`src/rtl/rngcmp_pkg.sv`:
```
package rngcmp_pkg;
    localparam int unsigned NUM_RANGES = 8;
    localparam int unsigned VAL_W      = 32;
    localparam int unsigned TASK_W     = 8;
    localparam int unsigned SYNC_DEPTH = 2;
    localparam int unsigned IDX_W      = $clog2(NUM_RANGES);

    typedef logic [NUM_RANGES-1:0] rmask_t;

    typedef struct packed {
        logic signed [VAL_W-1:0] lo;
        logic signed [VAL_W-1:0] hi;
        logic [TASK_W-1:0]       task_id;
        logic                    en;
    } range_ent_t;

    // index of the lowest set bit (0 when none)
    function automatic logic [IDX_W-1:0] lowest_idx(input rmask_t m);
        logic [IDX_W-1:0] r;
        r = '0;
        for (int i = NUM_RANGES - 1; i >= 0; i--) begin
            if (m[i]) r = IDX_W'(i);
        end
        return r;
    endfunction

    function automatic rmask_t lowest_onehot(input rmask_t m);
        return m & (~m + rmask_t'(1));
    endfunction

    function automatic logic in_window(input range_ent_t e,
                                       input logic signed [VAL_W-1:0] v);
        return ($signed(e.lo) <= v) && (v <= $signed(e.hi));
    endfunction
endpackage

```
`src/rtl/rngcmp_counter.sv`:
```
module rngcmp_counter
    import rngcmp_pkg::*;
(
    input  logic                    clk,
    input  logic                    rst,
    input  logic                    up_in,
    input  logic                    dn_in,
    input  logic                    hold,
    output logic signed [VAL_W-1:0] count
);
    logic [SYNC_DEPTH:0] up_sh;
    logic [SYNC_DEPTH:0] dn_sh;
    logic                up_ev;
    logic                dn_ev;

    always_ff @(posedge clk) begin
        if (rst) begin
            up_sh <= '0;
            dn_sh <= '0;
        end else begin
            up_sh <= {up_sh[SYNC_DEPTH-1:0], up_in};
            dn_sh <= {dn_sh[SYNC_DEPTH-1:0], dn_in};
        end
    end

    assign up_ev = up_sh[SYNC_DEPTH-1] & ~up_sh[SYNC_DEPTH];
    assign dn_ev = dn_sh[SYNC_DEPTH-1] & ~dn_sh[SYNC_DEPTH];

    always_ff @(posedge clk) begin
        if (rst) begin
            count <= '0;
        end else if (!hold) begin
            if (up_ev && !dn_ev)      count <= count + 1;
            else if (dn_ev && !up_ev) count <= count - 1;
        end
    end
endmodule

```
`src/rtl/rngcmp_table.sv`:
```
module rngcmp_table
    import rngcmp_pkg::*;
(
    input  logic                    clk,
    input  logic                    rst,
    input  logic                    wr,
    input  logic [IDX_W-1:0]        wr_idx,
    input  logic signed [VAL_W-1:0] wr_lo,
    input  logic signed [VAL_W-1:0] wr_hi,
    input  logic [TASK_W-1:0]       wr_task,
    input  logic                    wr_en,
    output range_ent_t              ents [NUM_RANGES],
    output rmask_t                  wr_mask
);
    for (genvar g = 0; g < NUM_RANGES; g++) begin : g_ent
        assign wr_mask[g] = wr && (wr_idx == IDX_W'(g));

        always_ff @(posedge clk) begin
            if (rst) begin
                ents[g].lo      <= '0;
                ents[g].hi      <= '1;
                ents[g].task_id <= '0;
                ents[g].en      <= 1'b0;
            end else if (wr_mask[g]) begin
                ents[g].lo      <= wr_lo;
                ents[g].hi      <= wr_hi;
                ents[g].task_id <= wr_task;
                ents[g].en      <= wr_en;
            end
        end
    end
endmodule

```
`src/rtl/rngcmp_eval.sv`:
```
module rngcmp_eval
    import rngcmp_pkg::*;
(
    input  range_ent_t              ents [NUM_RANGES],
    input  logic signed [VAL_W-1:0] count,
    output rmask_t                  met,
    output rmask_t                  en_mask
);
    for (genvar g = 0; g < NUM_RANGES; g++) begin : g_cmp
        assign met[g]     = in_window(ents[g], count);
        assign en_mask[g] = ents[g].en;
    end
endmodule

```
`src/rtl/rngcmp_arb.sv`:
```
module rngcmp_arb
    import rngcmp_pkg::*;
(
    input  logic              clk,
    input  logic              rst,
    input  logic              stb,
    input  rmask_t            met,
    input  rmask_t            en_mask,
    input  rmask_t            wr_mask,
    input  range_ent_t        ents [NUM_RANGES],
    output rmask_t            flags,
    output logic              req_valid,
    output logic [TASK_W-1:0] req_task
);
    rmask_t prev_q;
    rmask_t pend_q;
    rmask_t rise;
    rmask_t pend_all;
    rmask_t grant;

    always_comb begin
        rise     = met & ~prev_q & en_mask;
        pend_all = (pend_q | rise) & ~wr_mask;
        grant    = lowest_onehot(pend_all);
    end

    always_ff @(posedge clk) begin
        if (rst) begin
            prev_q    <= '0;
            pend_q    <= '0;
            flags     <= '0;
            req_valid <= 1'b0;
            req_task  <= '0;
        end else begin
            req_valid <= 1'b0;
            if (stb) begin
                flags  <= met & ~wr_mask;
                prev_q <= met & ~wr_mask;
                pend_q <= pend_all & ~grant;
                if (|pend_all) begin
                    req_valid <= 1'b1;
                    req_task  <= ents[lowest_idx(pend_all)].task_id;
                end
            end else begin
                flags  <= flags  & ~wr_mask;
                prev_q <= prev_q & ~wr_mask;
                pend_q <= pend_q & ~wr_mask;
            end
        end
    end
endmodule

```
`src/rtl/cnt_range_irq.sv`:
```
module cnt_range_irq
    import rngcmp_pkg::*;
(
    input  logic                    clk,
    input  logic                    rst,
    input  logic                    cnt_up,
    input  logic                    cnt_dn,
    input  logic                    cnt_hold,
    input  logic                    scan_stb,
    input  logic                    tbl_wr,
    input  logic [IDX_W-1:0]        tbl_idx,
    input  logic signed [VAL_W-1:0] tbl_lo,
    input  logic signed [VAL_W-1:0] tbl_hi,
    input  logic [TASK_W-1:0]       tbl_task,
    input  logic                    tbl_en,
    output logic signed [VAL_W-1:0] pv,
    output logic [NUM_RANGES-1:0]   met_flags,
    output logic                    req_valid,
    output logic [TASK_W-1:0]       req_task
);
    range_ent_t ents [NUM_RANGES];
    rmask_t     wr_mask;
    rmask_t     met;
    rmask_t     en_mask;

    rngcmp_counter u_cnt (
        .clk(clk), .rst(rst), .up_in(cnt_up), .dn_in(cnt_dn),
        .hold(cnt_hold), .count(pv)
    );

    rngcmp_table u_tbl (
        .clk(clk), .rst(rst), .wr(tbl_wr), .wr_idx(tbl_idx),
        .wr_lo(tbl_lo), .wr_hi(tbl_hi), .wr_task(tbl_task), .wr_en(tbl_en),
        .ents(ents), .wr_mask(wr_mask)
    );

    rngcmp_eval u_eval (
        .ents(ents), .count(pv), .met(met), .en_mask(en_mask)
    );

    rngcmp_arb u_arb (
        .clk(clk), .rst(rst), .stb(scan_stb), .met(met), .en_mask(en_mask),
        .wr_mask(wr_mask), .ents(ents), .flags(met_flags),
        .req_valid(req_valid), .req_task(req_task)
    );
endmodule

```
`config.mk`:
```
export PLATFORM = sky130hd
export DESIGN_NAME = cnt_range_irq
export DESIGN_NICKNAME = d
export VERILOG_FILES = /design/src/rtl/rngcmp_pkg.sv /design/src/rtl/rngcmp_counter.sv /design/src/rtl/rngcmp_table.sv /design/src/rtl/rngcmp_eval.sv /design/src/rtl/rngcmp_arb.sv /design/src/rtl/cnt_range_irq.sv
export SDC_FILE = /design/constraint.sdc
export NUM_CORES = 2
export LEC_CHECK = 0
export BUFFER_PORTS_ARGS = -buffer_cell sky130_fd_sc_hd__buf_2
export CORE_UTILIZATION = 35
export CTS_CLUSTER_DIAMETER = 50
export DETAILED_ROUTE_END_ITERATION = 6
export GPL_ROUTABILITY_DRIVEN = 1
export GPL_TIMING_DRIVEN = 0
export HOLD_SLACK_MARGIN = 0.08
export PLACE_DENSITY = 0.59
export SYNTH_ARGS = -nofsm -noshare
export SYNTH_HDL_FRONTEND = slang
export SYNTH_SLANG_ARGS = --single-unit
```
`constraint.sdc`:
```
create_clock -name clk -period 7.8 [get_ports clk]
set_clock_uncertainty 0.15 [all_clocks]
set_input_delay 1.17 -clock clk [delete_from_list [all_inputs] [get_ports clk]]
set_output_delay 1.17 -clock clk [all_outputs]
set_load 0.05 [all_outputs]
```
==> impl_metrics.py <==
metrics = {
    "die": {
        "die_width_um": 326.7,
        "rows": 118,
        "die_height_um": 326.7,
        "io_pins": 132,
        "coreArea_um2": 103900,
        "initial_core_util_pct": 35.49,
        "die_area_um2": 106700,
    },
    "logic_synthesis": {
        "synth_register_bits": 655,
        "syn-mean-instance-area_um2": 8.044,
        "syn_area_um2": 36890,
        "postSynth.topFlopCell": "sky130_fd_sc_hd__dfxtp_1",
        "synth_cell_types": 74,
        "ys_warn_count": 0,
        "synth_top_cell_by_area": "sky130_fd_sc_hd__dfxtp_1",
        "synth_fp_nets": 5213,
        "main_area_contributors_after_synthesis": "sky130_fd_sc_hd__dfxtp_1 36%, sky130_fd_sc_hd__ha_1 18%, sky130_fd_sc_hd__nand2_1 11%, sky130_fd_sc_hd__a21oi_1 7.5%, sky130_fd_sc_hd__o211ai_1 5.5%",
        "instance_count_of_the_mapped_netlist": 4586,
        "synth-edff-count": 0,
        "seq_area_frac_synth_pct": 35.55,
        "asyncSetResetFlopFracSynth_pct": 0,
        "yosysTopAreaCellShare_pct": 35.55,
    },
    "placed_design": {
        "pre_cts_ws_ns": 0.7069,
        "dp.cells": 6025,
        "finalWeightedCongestion": 0.9259,
        "post-dp-hpwl_um": 102600,
        "io_buffers": 53,
    },
    "cells_and_area": {
        "area_growth_synth_to_finish_pct": 15.12,
        "final-instance-count-excl-fill": 6208,
        "num-fill-cells": 10493,
        "layout.cells.most_common_list": "1093 x sky130_fd_sc_hd__nand2_1, 655 x sky130_fd_sc_hd__dfxtp_1, 555 x sky130_fd_sc_hd__a21oi_1",
        "final_layout_size_suffix_gt1_share_pct": 6.921,
        "most_common_cell_after_layout_fill_and_taps_aside": "sky130_fd_sc_hd__nand2_1",
        "final_nets": 5371,
    },
    "clock_network": {
        "clk_latency_ns": 0.69,
        "clkSlewWorstSetupHoldPaths_ns": 0.06,
        "cts_inserted_buffers": 97,
        "cts.htree.levels": 3,
        "clock_tree.buffer_depth": 3,
        "clk_root_buffer_cell": "sky130_fd_sc_hd__clkbuf_16",
        "cts_post_setup_buffers_inserted": 0,
        "cts_resized": 0,
        "cts_tree": "yes",
        "cts_sinks": 655,
        "postCtsHoldBufs": 0,
    },
    "worst_setup_path": {
        "cp_data_required_time_ns": 8.18,
        "reg2reg_setup_slack_ns": 0.49,
        "worst_r2r_path_depth": 16,
        "crit_path_start_kind": "flip-flop",
        "path_max_fanout": 12,
        "setup.worst_path.class": "reg2reg",
        "worst_setup_path_end_kind": "flip-flop",
        "r2r_endpoint": "u_arb.req_task[0]$_SDFFE_PP0P_",
        "cp_cell_sequence": "inv_1, ha_1, nand4_1, nor2_1, a221oi_1, a31oi_1, a2111oi_0, mux2i_1, nor3_2, a2111oi_0, and3b_1, buf_2, buf_2, a22oi_1, mux2i_1, a211oi_2",
        "r2r_start": "u_cnt.count[14]$_SDFFE_PP0P_",
        "cp_num_buf_inv": 3,
        "crit_path_top_delay_cell": "sky130_fd_sc_hd__dfxtp_1",
        "critical_path.top_delay_family": "compound AO/OA/AOI/OAI gates",
        "worst_path_largest_cell_delay_ns": 1.12,
        "cp_arrival_ns": 7.69,
    },
    "sta": {
        "final-setup-viol-count": 0,
        "worst_slew_pin_slew_ns": 1.626,
        "finalWorstPathRequiredPeriod_ns": 7.311,
        "slew-limit-headroom_pct": -8.811,
        "rsz0062_at_grt": "false",
        "worst_hold_slack_ns": 0.2908,
        "final.period_utilization_pct": 93.73,
        "achievable-frequency_ghz": 0.1368,
        "timing.final.max_slew_violations": 8,
        "number_of_hold_slack_violations_in_the_final_timing_report": 0,
        "fin_tns_setup_ns": 0,
        "post-route-worst-setup-slack_ns": 0.4888,
    },
    "pwr": {
        "ir_worst_vdd_uv": 171.2,
        "combPwrFrac_pct": 15.3,
        "power.net_switching_mw": 2.964,
        "switching_share_pct": 30.05,
        "p_int_mw": 6.900,
        "portion_of_total_power_attributed_to_the_clock_network_pct": 48.2,
        "power.static_leakage_nw": 19.20,
        "power_frac_seq_pct": 36.5,
        "power_density_nw_per_um2": 232.3,
    },
    "global_routing": {
        "grt_first_pass_wirelength_um": 206000,
        "first_global_vias": 31973,
        "grt_use_total_pct": 25.61,
        "maximum_number_of_pins_on_one_net_before_global_route_repair": 32,
        "antenna_found_initial": 10,
        "overflow_left_after_global_routing": 0,
    },
    "detailed_routing": {
        "finalWirelength_um": 139700,
        "remaining_drc_errors": 0,
        "vias": 34329,
        "ant_nets": 0,
        "detailedRoute.firstIterationViolations": 3297,
        "wl_per_cell_um": 22.50,
        "dr.pass1.iters": 5,
        "avgViaCountPerCell": 5.530,
    },
    "run_status": {
        "violations": "max-capacitance violations, max-slew violations",
        "outcome": "complete, but fails checks",
    },
    "worst_hold_path": {
        "worst_hold_path.num_cells": 1,
        "hp-start": "u_cnt.dn_sh[0]$_SDFF_PP0_",
        "hold-path-endpoint": "u_cnt.dn_sh[1]$_SDFF_PP0_",
        "hold_path.class": "reg2reg",
    },
    "flow_run": {
        "timing.max_cap.violations": 1,
    },
}
==> metal layers <==
layer	track usage, %	up-vias	part of all wire, %
met1	33.92	16443	43
met5	0	-	0.063
met3	4.919	274	8.3
li1	-	16342	-
met4	9.508	12	3.6
met2	41.11	1258	45
==> cell usage after synthesis (7+ instances only) <==
cell type / count
sky130_fd_sc_hd__nand2_1: 1093
sky130_fd_sc_hd__dfxtp_1: 655
sky130_fd_sc_hd__a21oi_1: 555
sky130_fd_sc_hd__ha_1: 543
sky130_fd_sc_hd__inv_1: 354
sky130_fd_sc_hd__o211ai_1: 272
sky130_fd_sc_hd__clkbuf_1: 188
sky130_fd_sc_hd__nand4_1: 107
sky130_fd_sc_hd__nor2_1: 83
sky130_fd_sc_hd__o21ai_0: 73
sky130_fd_sc_hd__nand3_1: 70
sky130_fd_sc_hd__a21o_1: 58
sky130_fd_sc_hd__clkbuf_2: 50
sky130_fd_sc_hd__a211oi_1: 38
sky130_fd_sc_hd__nor3_1: 31
sky130_fd_sc_hd__nor2b_1: 30
sky130_fd_sc_hd__buf_1: 26
sky130_fd_sc_hd__or3_1: 25
sky130_fd_sc_hd__buf_4: 23
sky130_fd_sc_hd__nand2b_1: 22
sky130_fd_sc_hd__a31oi_1: 20
sky130_fd_sc_hd__xnor2_1: 19
sky130_fd_sc_hd__a22oi_1: 18
sky130_fd_sc_hd__mux2i_1: 18
sky130_fd_sc_hd__a211o_1: 15
sky130_fd_sc_hd__o21a_1: 14
sky130_fd_sc_hd__nor4_1: 13
sky130_fd_sc_hd__o221ai_1: 10
sky130_fd_sc_hd__o31ai_1: 9
sky130_fd_sc_hd__a2111oi_0: 8
sky130_fd_sc_hd__a211oi_2: 8
sky130_fd_sc_hd__a221o_1: 8
sky130_fd_sc_hd__and2_1: 8
sky130_fd_sc_hd__xor2_1: 8
sky130_fd_sc_hd__and4_1: 7
sky130_fd_sc_hd__o21bai_1: 7
sky130_fd_sc_hd__or2_2: 7
sky130_fd_sc_hd__or4_1: 7
==> registers in the layout, indices dropped and copies added (netlist names) <==
name             flops
u_cnt.up_sh          3
u_arb.req_valid      1
u_tbl.ents         584
u_arb.flags          8
u_arb.prev_q         8
u_arb.req_task       8
u_cnt.dn_sh          3
u_cnt.count         32
u_arb.pend_q         8
==> logic make-up (layout without fill, tap and decap cells) <==
group           after synthesis  after routing  synth area share (%)
compound gates             1168           1168                 20.01
fa+ha+maj                   544            544                 18.47
buf+inv                     646            886                 7.052
simple gates               1528           1528                 17.79
xor+xnor                     27             27                0.6411
flops                       655            655                 35.55
mux                          18             18                0.4884
other cells                   0              2                     0
==> worst register-to-register path, stage by stage (launching register included) <==
cell	delay, ns
sky130_fd_sc_hd__dfxtp_1	1.12
sky130_fd_sc_hd__inv_1	0.60
sky130_fd_sc_hd__ha_1	0.51
sky130_fd_sc_hd__nand4_1	0.30
sky130_fd_sc_hd__nor2_1	0.13
sky130_fd_sc_hd__a221oi_1	0.54
sky130_fd_sc_hd__a31oi_1	0.27
sky130_fd_sc_hd__a2111oi_0	0.88
sky130_fd_sc_hd__mux2i_1	0.62
sky130_fd_sc_hd__nor3_2	0.19
sky130_fd_sc_hd__a2111oi_0	0.66
sky130_fd_sc_hd__and3b_1	0.27
sky130_fd_sc_hd__buf_2	0.21
sky130_fd_sc_hd__buf_2	0.29
sky130_fd_sc_hd__a22oi_1	0.11
sky130_fd_sc_hd__mux2i_1	0.26
sky130_fd_sc_hd__a211oi_2	0.07
==> stage by stage <==
step                      power (mW)  util, %  area [um2]
after floorplan                4.574        -       36890
after global placement         5.120    37.41       38880
after detailed placement       5.143    37.49       38960
after CTS                      9.865    40.85       42460
after global routing           10.17    40.85       42460
final                          9.864    40.86       42470
==> worst max-delay path by stage <==
stage,start,cells past startpoint,to
after floorplan,u_cnt.count[1]$_SDFFE_PP0P_,15,u_arb.req_task[5]$_SDFFE_PP0P_
after global placement,u_cnt.count[13]$_SDFFE_PP0P_,16,u_arb.req_task[4]$_SDFFE_PP0P_
after detailed placement,u_cnt.count[14]$_SDFFE_PP0P_,16,u_arb.req_task[4]$_SDFFE_PP0P_
after CTS,u_cnt.count[13]$_SDFFE_PP0P_,16,u_arb.req_task[4]$_SDFFE_PP0P_
after global routing,u_cnt.count[14]$_SDFFE_PP0P_,16,u_arb.req_task[2]$_SDFFE_PP0P_
final,u_cnt.count[14]$_SDFFE_PP0P_,16,u_arb.req_task[0]$_SDFFE_PP0P_
==> layout make-up <==
class / count / area [um2] / area share (%)
diodes: 2 / 5.005 / 0.01179
clock buffers: 125 / 2684 / 6.320
repair buffers: 59 / 334.1 / 0.7867
clock inverters: 56 / 813.3 / 1.915
multi-input cells: 3285 / 21190 / 49.90
inverters: 354 / 1329 / 3.129
plain buffers: 292 / 1272 / 2.996
flip-flops and latches: 655 / 13110 / 30.88
well taps: 1380 / 1727 / 4.066
==> power by group through the flow <==
stage | clock network [mW] | registers (mW) | logic (mW)
detailed placement | 0 | 3.66 | 1.48
CTS | 4.79 | 3.59 | 1.49
global placement | 0 | 3.66 | 1.46
global route | 4.93 | 3.60 | 1.64
floorplan | 0 | 3.64 | 0.935
finish | 4.75 | 3.60 | 1.51
Note: power is estimated with default switching activity, not from simulation.
